$ cat config.mk
export PLATFORM = sky130hd
export DESIGN_NAME = cc_line_encoder
export DESIGN_NICKNAME = d
export VERILOG_FILES = /design/src/rtl/cc_enc_pkg.sv /design/src/rtl/cc_chan_regs.sv /design/src/rtl/cc_serializer.sv /design/src/rtl/cc_line_encoder.sv
export SDC_FILE = /design/constraint.sdc
export NUM_CORES = 1
export LEC_CHECK = 0
export BUFFER_PORTS_ARGS = -buffer_cell sky130_fd_sc_hd__buf_2
export CAP_MARGIN = 5
export CORE_MARGIN = 10
export CORE_UTILIZATION = 52
export DETAILED_ROUTE_END_ITERATION = 16
export PLACE_DENSITY = 0.75
export SLEW_MARGIN = 30
export SYNTH_ARGS = -nofsm -noshare
export SYNTH_HDL_FRONTEND = slang
export SYNTH_SLANG_ARGS = --single-unit
$ cat constraint.sdc
create_clock -name clk -period 1.9 [get_ports clk]
set_input_delay 0 -clock clk [delete_from_list [all_inputs] [get_ports clk]]
set_output_delay 0 -clock clk [all_outputs]
set_load 0.02 [all_outputs]
$ cat src/rtl/cc_enc_pkg.sv
package cc_enc_pkg;

    localparam int RUNIN_BITS = 7;
    localparam int START_BITS = 3;
    localparam int DATA_BITS  = 16;
    localparam int FRAME_BITS = RUNIN_BITS + START_BITS + DATA_BITS;

    localparam int LINE_CAP     = 21;
    localparam int LINE_EXT_525 = 284;
    localparam int LINE_EXT_625 = 334;

    localparam logic [7:0] NULL_CHAR = 8'h80;

    typedef enum logic [1:0] {
        SER_IDLE,
        SER_WAIT,
        SER_SEND
    } ser_state_e;

    typedef struct packed {
        logic [7:0] hi;
        logic [7:0] lo;
    } cc_pair_t;

    // Logical value of frame bit idx; first_half selects the run-in phase.
    function automatic logic frame_bit(input logic [4:0] idx,
                                       input logic       first_half,
                                       input cc_pair_t   p);
        logic [15:0] v;
        logic [4:0]  k;
        v = p;
        k = idx - 5'(RUNIN_BITS + START_BITS);
        if (idx < 5'(RUNIN_BITS))
            return first_half;
        else if (idx < 5'(RUNIN_BITS + START_BITS - 1))
            return 1'b0;
        else if (idx == 5'(RUNIN_BITS + START_BITS - 1))
            return 1'b1;
        else
            return v[k[3:0]];
    endfunction

endpackage

$ cat src/rtl/cc_chan_regs.sv
module cc_chan_regs
    import cc_enc_pkg::*;
(
    input  logic       clk,
    input  logic       rst,
    input  logic       wr_lo,
    input  logic       wr_hi,
    input  logic [7:0] wr_data,
    input  logic       take,
    input  logic       done,
    output cc_pair_t   pair_out,
    output logic       ready
);

    logic [7:0] lo_q, hi_q;
    logic       pend_q;
    logic       inflt_q;

    always_ff @(posedge clk) begin
        if (rst) begin
            lo_q    <= '0;
            hi_q    <= '0;
            pend_q  <= 1'b0;
            inflt_q <= 1'b0;
        end else begin
            if (wr_lo) lo_q <= wr_data;
            if (wr_hi) hi_q <= wr_data;
            if (take) begin
                inflt_q <= pend_q;
                pend_q  <= 1'b0;
            end else if (done) begin
                inflt_q <= 1'b0;
            end
            if (wr_hi) pend_q <= 1'b1;
        end
    end

    assign pair_out = pend_q ? cc_pair_t'{hi: hi_q, lo: lo_q}
                             : cc_pair_t'{hi: NULL_CHAR, lo: NULL_CHAR};
    assign ready    = !pend_q && !inflt_q;

endmodule

$ cat src/rtl/cc_serializer.sv
module cc_serializer
    import cc_enc_pkg::*;
#(
    parameter int          SLOTS_PER_BIT = 54,
    parameter int          START_SLOT    = 270,
    parameter int          LVL_W         = 10,
    parameter logic [9:0]  LVL_LOW       = 10'd240,
    parameter logic [9:0]  LVL_HIGH      = 10'd520
) (
    input  logic             clk,
    input  logic             rst,
    input  logic             line_start,
    input  logic             load,
    input  cc_pair_t         pair_in,
    input  logic             slot_tick,
    output logic             done,
    output logic             active,
    output logic [LVL_W-1:0] level
);

    localparam int SLOT_W = $clog2(START_SLOT + 1);
    localparam int PH_W   = $clog2(SLOTS_PER_BIT);
    localparam logic [4:0]      LAST_BIT = 5'(FRAME_BITS - 1);
    localparam logic [PH_W-1:0] LAST_PH  = PH_W'(SLOTS_PER_BIT - 1);
    localparam logic [PH_W-1:0] HALF_PH  = PH_W'(SLOTS_PER_BIT / 2);

    ser_state_e        state_q;
    logic [SLOT_W-1:0] slot_q;
    logic [PH_W-1:0]   phase_q;
    logic [4:0]        bit_q;
    cc_pair_t          pay_q;

    always_ff @(posedge clk) begin
        if (rst) begin
            state_q <= SER_IDLE;
            slot_q  <= '0;
            phase_q <= '0;
            bit_q   <= '0;
            pay_q   <= '0;
        end else if (line_start) begin
            state_q <= load ? SER_WAIT : SER_IDLE;
            slot_q  <= '0;
            phase_q <= '0;
            bit_q   <= '0;
            pay_q   <= pair_in;
        end else if (slot_tick) begin
            case (state_q)
                SER_WAIT: begin
                    if (slot_q == SLOT_W'(START_SLOT - 1))
                        state_q <= SER_SEND;
                    else
                        slot_q <= slot_q + 1'b1;
                end
                SER_SEND: begin
                    if (phase_q == LAST_PH) begin
                        phase_q <= '0;
                        if (bit_q == LAST_BIT)
                            state_q <= SER_IDLE;
                        else
                            bit_q <= bit_q + 1'b1;
                    end else begin
                        phase_q <= phase_q + 1'b1;
                    end
                end
                default: ;
            endcase
        end
    end

    assign done   = (state_q == SER_SEND) && slot_tick && !line_start &&
                    (phase_q == LAST_PH) && (bit_q == LAST_BIT);
    assign active = (state_q == SER_SEND);
    assign level  = (active && frame_bit(bit_q, phase_q < HALF_PH, pay_q))
                    ? LVL_HIGH[LVL_W-1:0] : LVL_LOW[LVL_W-1:0];

endmodule

$ cat src/rtl/cc_line_encoder.sv
module cc_line_encoder
    import cc_enc_pkg::*;
#(
    parameter int          SLOTS_PER_BIT = 54,
    parameter int          START_SLOT    = 270,
    parameter int          LINE_W        = 10,
    parameter int          LVL_W         = 10,
    parameter logic [9:0]  LVL_LOW       = 10'd240,
    parameter logic [9:0]  LVL_HIGH      = 10'd520
) (
    input  logic              clk,
    input  logic              rst,
    input  logic              wr_en,
    input  logic [1:0]        wr_addr,
    input  logic [7:0]        wr_data,
    input  logic              cap_en,
    input  logic              ext_en,
    input  logic              std625,
    input  logic              line_start,
    input  logic [LINE_W-1:0] line_num,
    input  logic              slot_tick,
    output logic              ready_cap,
    output logic              ready_ext,
    output logic              cc_active,
    output logic [LVL_W-1:0]  cc_level
);

    localparam int NCH = 2;

    logic [NCH-1:0] hit_v, take_v, done_v, rdy_v;
    cc_pair_t       pair_v [NCH];
    logic           ch_q;
    logic           ser_done;
    cc_pair_t       pair_sel;

    assign hit_v[0] = cap_en && (line_num == LINE_W'(LINE_CAP));
    assign hit_v[1] = ext_en && (line_num == (std625 ? LINE_W'(LINE_EXT_625)
                                                     : LINE_W'(LINE_EXT_525)));

    for (genvar c = 0; c < NCH; c++) begin : g_ch
        assign take_v[c] = line_start && hit_v[c];
        assign done_v[c] = ser_done && (ch_q == 1'(c));
        cc_chan_regs u_regs (
            .clk      (clk),
            .rst      (rst),
            .wr_lo    (wr_en && wr_addr == {1'(c), 1'b0}),
            .wr_hi    (wr_en && wr_addr == {1'(c), 1'b1}),
            .wr_data  (wr_data),
            .take     (take_v[c]),
            .done     (done_v[c]),
            .pair_out (pair_v[c]),
            .ready    (rdy_v[c])
        );
    end

    always_ff @(posedge clk) begin
        if (rst)             ch_q <= 1'b0;
        else if (line_start) ch_q <= hit_v[1];
    end

    assign pair_sel = hit_v[1] ? pair_v[1] : pair_v[0];

    cc_serializer #(
        .SLOTS_PER_BIT (SLOTS_PER_BIT),
        .START_SLOT    (START_SLOT),
        .LVL_W         (LVL_W),
        .LVL_LOW       (LVL_LOW),
        .LVL_HIGH      (LVL_HIGH)
    ) u_ser (
        .clk        (clk),
        .rst        (rst),
        .line_start (line_start),
        .load       (|hit_v),
        .pair_in    (pair_sel),
        .slot_tick  (slot_tick),
        .done       (ser_done),
        .active     (cc_active),
        .level      (cc_level)
    );

    assign ready_cap = rdy_v[0];
    assign ready_ext = rdy_v[1];

endmodule

# --- Word-level counts from Yosys, hierarchy flattened ---
# Cells that the tools add are included.
word_totals:
  ff_bits: 75
  latchBits: 0
  mem_bits_rw: 0
  rom_bits: 0
  output_inout_bits: 13
  elab_cells: 101
  memories: 0
classes:
  addsub: 4
  n_mul: 0
  div_mod_pow: 0
  n_lt_le_gt_ge: 4
  n_eq_ne: 14
  shifts: 0
  mux: 26
  n_bitwise: 3
  n_reduce_logical: 35
op_table:
  columns: ["cell", "count"]
  rows:
  - ["two-way mux 16 bit", 3]
  - ["logical AND 1 bit", 17]
  - ["two-way mux 1 bit", 13]
  - ["== test 10 x 5 -> 1 bit, second input constant", 1]
  - ["== test 10 x 9 -> 1 bit", 1]
  - ["two-way mux 10 bit", 1]
  - ["two-way mux 2 bit", 5]
  - ["nonzero test 2 bit", 5]
  - ["adder 9 x 1 -> 9 bit, second input constant", 1]
  - ["== test 9 bit, second input constant", 1]
  - ["two-way mux 7 bit", 1]
  - ["adder 6 x 1 -> 6 bit, second input constant", 1]
  - ["== test 2 bit, second input constant", 3]
  - ["== test 6 bit, second input constant", 1]
  - ["< comparator 6 x 5 -> 1 bit, second input constant", 1]
  - ["two-way mux 6 bit", 1]
  - ["inequality test 3 bit, second input constant", 2]
  - ["adder 5 x 1 -> 5 bit, second input constant", 1]
  - ["== test 5 x 4 -> 1 bit, second input constant", 1]
  - ["== test 5 bit, second input constant", 1]
  - ["logical NOT 1 bit", 5]
  - ["< comparator 4 x 5 -> 1 bit, second input constant", 1]
  - ["< comparator 5 x 3 -> 1 bit, second input constant", 1]
  - ["< comparator 5 x 4 -> 1 bit, second input constant", 1]
  - ["other kinds (13)", 17]

# --- Longest topological paths before layout ---
logic_depth:
  depth_word: 8
  ltp_mapped: 8

# --- Hierarchy ---
# Synthesis repeated with hierarchy kept, for this count alone.
unflattened:
  hier_cells: 411
  area_unflattened_um2: 3966.3
modules_own_cells:
  columns: ["module", "n_inst", "cells_each", "area_per_inst_um2"]
  rows:
  - ["cc_serializer", 1, 213, 2014.4]
  - ["cc_chan_regs", 2, 78, 753.2]
  - ["cc_line_encoder", 1, 42, 445.4]

# --- Worst setup path before layout ---
# OpenSTA, ideal clock, no wires.
synth_timing:
  path_type: "register -> output"
  start: "register u_ser.bit_q[1]"
  end: "output port cc_level[5]"
  arrival_time_ps: 2350
  setup_slack_ps: -450
  path_stages_with_launch: 9
  path_buffers: 2
  cell_sequence: "dfxtp_1 > buf_6 > inv_1 > ha_1 > mux4_2 > and3b_1 > or3_1 > o22ai_1 > buf_4"
synth_between:
  elab_chain_len: 8
  elab_cells_between_ends: 11
synth_lines:
  columns: ["item", "line", "rtl"]
  rows:
  - ["start: declaration", "cc_serializer.sv:30", "logic [4:0] bit_q;"]
  - ["start signal: assignment", "cc_serializer.sv:60", "bit_q <= bit_q + 1'b1;"]
  - ["subtractor 4 bit", "cc_enc_pkg.sv:32", "k = idx - 5'(RUNIN_BITS + START_BITS);"]
  - ["binary-select mux 1 bit (select 4 bit)", "cc_enc_pkg.sv:40", "return v[k[3:0]];"]
  - ["two-way mux 1 bit (not written as such)", "cc_enc_pkg.sv:40", null]
  - ["two-way mux 1 bit", "cc_enc_pkg.sv:37", "else if (idx == 5'(RUNIN_BITS + START_BITS - 1))"]
  - ["two-way mux 1 bit", "cc_enc_pkg.sv:35", "else if (idx < 5'(RUNIN_BITS + START_BITS - 1))"]
  - ["two-way mux 1 bit *", "cc_enc_pkg.sv:33", "if (idx < 5'(RUNIN_BITS))"]
  - ["logical AND 1 bit *", "cc_serializer.sv:73", "assign level = (active && frame_bit(bit_q, phase_q < HALF_PH, pay_q))"]
  - ["two-way mux 10 bit *", "cc_serializer.sv:74", "? LVL_HIGH[LVL_W-1:0] : LVL_LOW[LVL_W-1:0];"]
  - ["end: declaration", "cc_line_encoder.sv:25", "output logic [LVL_W-1:0] cc_level"]
# Every way passes the cells marked *; elsewhere a longest branch is shown, timed or not. The select of a mux whose other input is x is not followed.

# --- Worst setup path after layout ---
layout_timing:
  start: "register u_ser.bit_q[1]"
  end: "output port cc_level[3]"
# Same word-level chain as after synthesis.

==> out/metrics.yaml <==
clock_network:
  clk_sink_count: 75
  tritoncts: "built"
  clockRootBuffer: "clkbuf_8"
  htree_num_levels: 3
  tritoncts.num_buffers: 9
  worst_skew_pair.late_latency_ps: 350
  cts.clk_slew.worst_paths_ps: 80
  ctsLongestPathBuffers: 2
detailed_routing:
  detail_route.wirelength_um: 7680
  dr.pass1.iters: 4
  drc_errors: 0
  vias: 2894
  detail-route-antenna-nets: 0
  post_drt_wl_per_cell_um: 15.1
  drtIter0Drc: 129
  viasPerCell: 5.70
floorplan:
  dieWidth_um: 102
  boundaryPins: 41
  row_count: 29
  core_area_mm2: 0.00649
  chipHeight_um: 102
  initial_utilization_pct: 54.4
  dieArea_mm2: 0.0105
grt:
  grt_pass1_vias: 2662
  grt_pass1_wl_um: 12800
  grt_max_degree: 53
  gr-total-overflow: 0
  grt_antenna_before_repair: 0
  groute.usage.overall_pct: 15.3
logic_synthesis:
  synth_warnings: 0
  yosys.cell_types.count: 57
  synth_simple_gate_area_share_pct: 20.4
  synth.cell_area_mm2: 0.00354
  ys_seq_elements: 75
  fraction_of_the_mapped_netlist_area_in_compound_gates_pct: 15.1
  syn_area_per_cell_um2: 9.33
  synthMuxAreaShare_pct: 10.3
  async_sr_flop_fraction_pct: 0
  post_synth_xor_area_fraction_pct: 2.97
  dominant_combinational_cell_family_by_area_after_synthesis: "simple AND/OR/NAND/NOR gates"
  dominantRegCellSynth: "dfxtp_1"
  ys_seq_area_share_pct: 42.5
  synth_enable_flop_cells: 0
  synth_area_leader_cell: "dfxtp_1"
  synth_largest_type_area_fraction_pct: 42.5
  synthTopCellsByArea: "dfxtp_1 42%, mux2i_1 7.1%, nor2_1 5.9%, a32oi_1 3.5%, a211oi_1 3.4%"
  post_synth_fa_ha_maj_area_fraction_pct: 3.18
  synth_cells: 379
timing:
  finalSetupViolations: 6
  tightestPinTransition_ps: 633
  min_period_ps: 2270
  finalSetupTns_ps: -2130
  post-route-worst-setup-slack_ps: -369
  fmaxAchievable_mhz: 441
  maxSlewHeadroom_pct: 57.7
  post-route-period-util_pct: 119
  finalHoldViolations: 0
  final_max_slew_viol_count: 0
  final.setup_skew_ps: 10.8
  unrepaired_setup_endpoints_after_global_routing: "yes"
worst_setup_path:
  critPathSlowestCell: "mux4_1"
  critical_path_arrival_ps: 2270
  critical_path_class: "reg -> out"
  timing.critical_path.to_type: "output pin"
  crit_fanout: 4
  worst_setup_path_start_kind: "register"
  r2r_setup_slk_ps: 80
  critical_path.cell_chain: "buf_12, mux4_1, mux2_4, a22o_4, o22a_4, buf_6"
  critical-path-max-stage-delay_ps: 530
  cp.required_ps: 1900
power_and_ir_drop:
  powerDensity_mw_per_mm2: 737
  p_sw_mw: 0.787
  power.total_mw: 3.12
  static-leakage-power_nw: 1.67
  power.share.combinational_pct: 7.1
  clock_network_fraction_of_design_power_pct: 40.5
  power.internal_mw: 2.34
  vdd_ir_drop_max_v: 0.000564
  switching_share_pct: 25.2
  p_seq_share_pct: 52.4
placed_design:
  portbufs: 36
  dp.cells: 479
  post-place-ws_ps: -62.6
  detailed_place_hpwl_um: 5430
  routabilityCongestion: 0.821
status:
  status: "finished, violations left"
  violations_in_the_final_reports: "negative setup slack"
finish:
  drive_gt1_share_pct: 21.8
  design.final.nets: 463
  final_util_pct: 65.2
  layout_overhead_on_the_synthesized_area_pct: 19.9
  final_cells: 508
  fillers: 519
  number_of_diodes_added_for_antenna_fixing: 0
hold_path:
  hold_class: "in -> reg"
flow_run:
  total_of_max_cap_violations: 0
cell usage in the layout (no fill, tap or decap), types with 3 or more instances in the layout:
cell type,netlist,final
nor4b_2,2,3
buf_4,9,19
or3_1,4,3
nand2b_1,3,3
dlygate4sd3_1,0,10
nand2_1,27,27
nand4b_1,3,3
nand3_1,5,5
nand4_1,5,5
ha_1,9,8
and4b_1,5,5
buf_6,1,6
o21ai_0,3,3
buf_2,2,30
nand3b_1,7,7
dfxtp_1,75,73
conb_1,1,4
a211oi_1,16,16
clkbuf_8,0,9
inv_1,7,6
xor2_1,7,7
inv_6,0,3
xnor2_1,5,5
a21oi_1,20,20
nor2_1,56,56
a32oi_1,14,14
mux2i_1,25,25
what timing repair did:
item / in CTS / in global routing
buffers inserted: 1 / 2
pin swaps: 3 / 3
setup endpoints to repair: 6 / 7
hold endpoints to repair: 34 / 0
hold buffers: 10 / 0
resized for setup: 13 / 8
gates cloned: 0 / 0
registers in the layout, indices dropped and copies added, names as in the netlist:
name	flops
ch_q	1
g_ch.u_regs.hi_q	16
g_ch.u_regs.inflt_q	2
g_ch.u_regs.lo_q	16
g_ch.u_regs.pend_q	2
u_ser.bit_q	5
u_ser.pay_q	16
u_ser.phase_q	6
u_ser.slot_q	9
u_ser.state_q	2
cell families after synthesis:
logic type | Yosys count
AOI/OAI and AO/OA | 74
xor gates and xnor gates | 12
adders and majority gates | 9
buffers and inverters | 40
DFF | 75
muxes | 30
other | 1
and+or+nand+nor | 138
Yosys cell counts (3+ instances only):
cell,instances
nor3_1,3
nand3b_1,7
o21ai_0,3
mux2i_1,25
mux4_1,3
dfxtp_1,75
nand2b_1,3
xnor2_1,5
a211oi_1,16
and4b_1,5
nand4b_1,3
nand3_1,5
ha_1,9
a21oi_1,20
inv_1,7
xor2_1,7
nand2_1,27
a32oi_1,14
buf_4,9
or3_1,4
nor2_1,56
clkbuf_1,20
nand4_1,5
power groups by stage:
stage	Combinational [mW]	Sequential [mW]	Clock (mW)
after global routing	0.243	1.64	1.36
final	0.220	1.64	1.27
after global placement	0.197	1.67	0
after floorplan	0.145	1.66	0
after detailed placement	0.202	1.67	0
after CTS	0.221	1.64	1.30
routing by layer:
metal / vias up / wire (um) / track usage [%]
met2: 59 / 3690 / 24.3
met3: 11 / 324 / 4.86
met5: - / 0 / 0
met1: 1363 / 3540 / 18.7
li1: 1461 / - / -
met4: 0 / 127 / 6.29
through the flow:
stage | cell area [um2] | hold slack [ps]
floorplan | 3610 | 136
global placement | 3830 | 273
detailed placement | 3830 | 280
CTS | 4190 | 27.1
global route | 4240 | 45.5
finish | 4240 | 40.1
area by class of cell:
type / count / area (um2) / area share (%)
well taps: 77 / 96.3 / 2.27
clock buffers: 9 / 124 / 2.92
repair buffers: 66 / 480 / 11.3
multi-input cells: 267 / 1920 / 45.3
flip-flops and latches: 75 / 1510 / 35.5
clock inverters: 7 / 80.1 / 1.89
inverters: 7 / 28.8 / 0.679
worst max-delay path, delay by kind of cell, from the launching register on:
family          cells  cell delay [ps]
buf+inv             2              240
mux                 2              800
flops               1              380
compound gates      2              490
final timing paths:
path	startpoint	to	depth (start not counted)
min reg2reg	g_ch[1].u_regs.hi_q[0]$_SDFFE_PP0P_	g_ch[1].u_regs.hi_q[0]$_SDFFE_PP0P_	2
max reg2reg	u_ser.bit_q[1]$_SDFFE_PP0P_	u_ser.bit_q[4]$_SDFFE_PP0P_	9
min	line_start	u_ser.slot_q[4]$_SDFFE_PP0P_	3
max	u_ser.bit_q[1]$_SDFFE_PP0P_	cc_level[3]	6
Power figures use the tool's default switching activity.
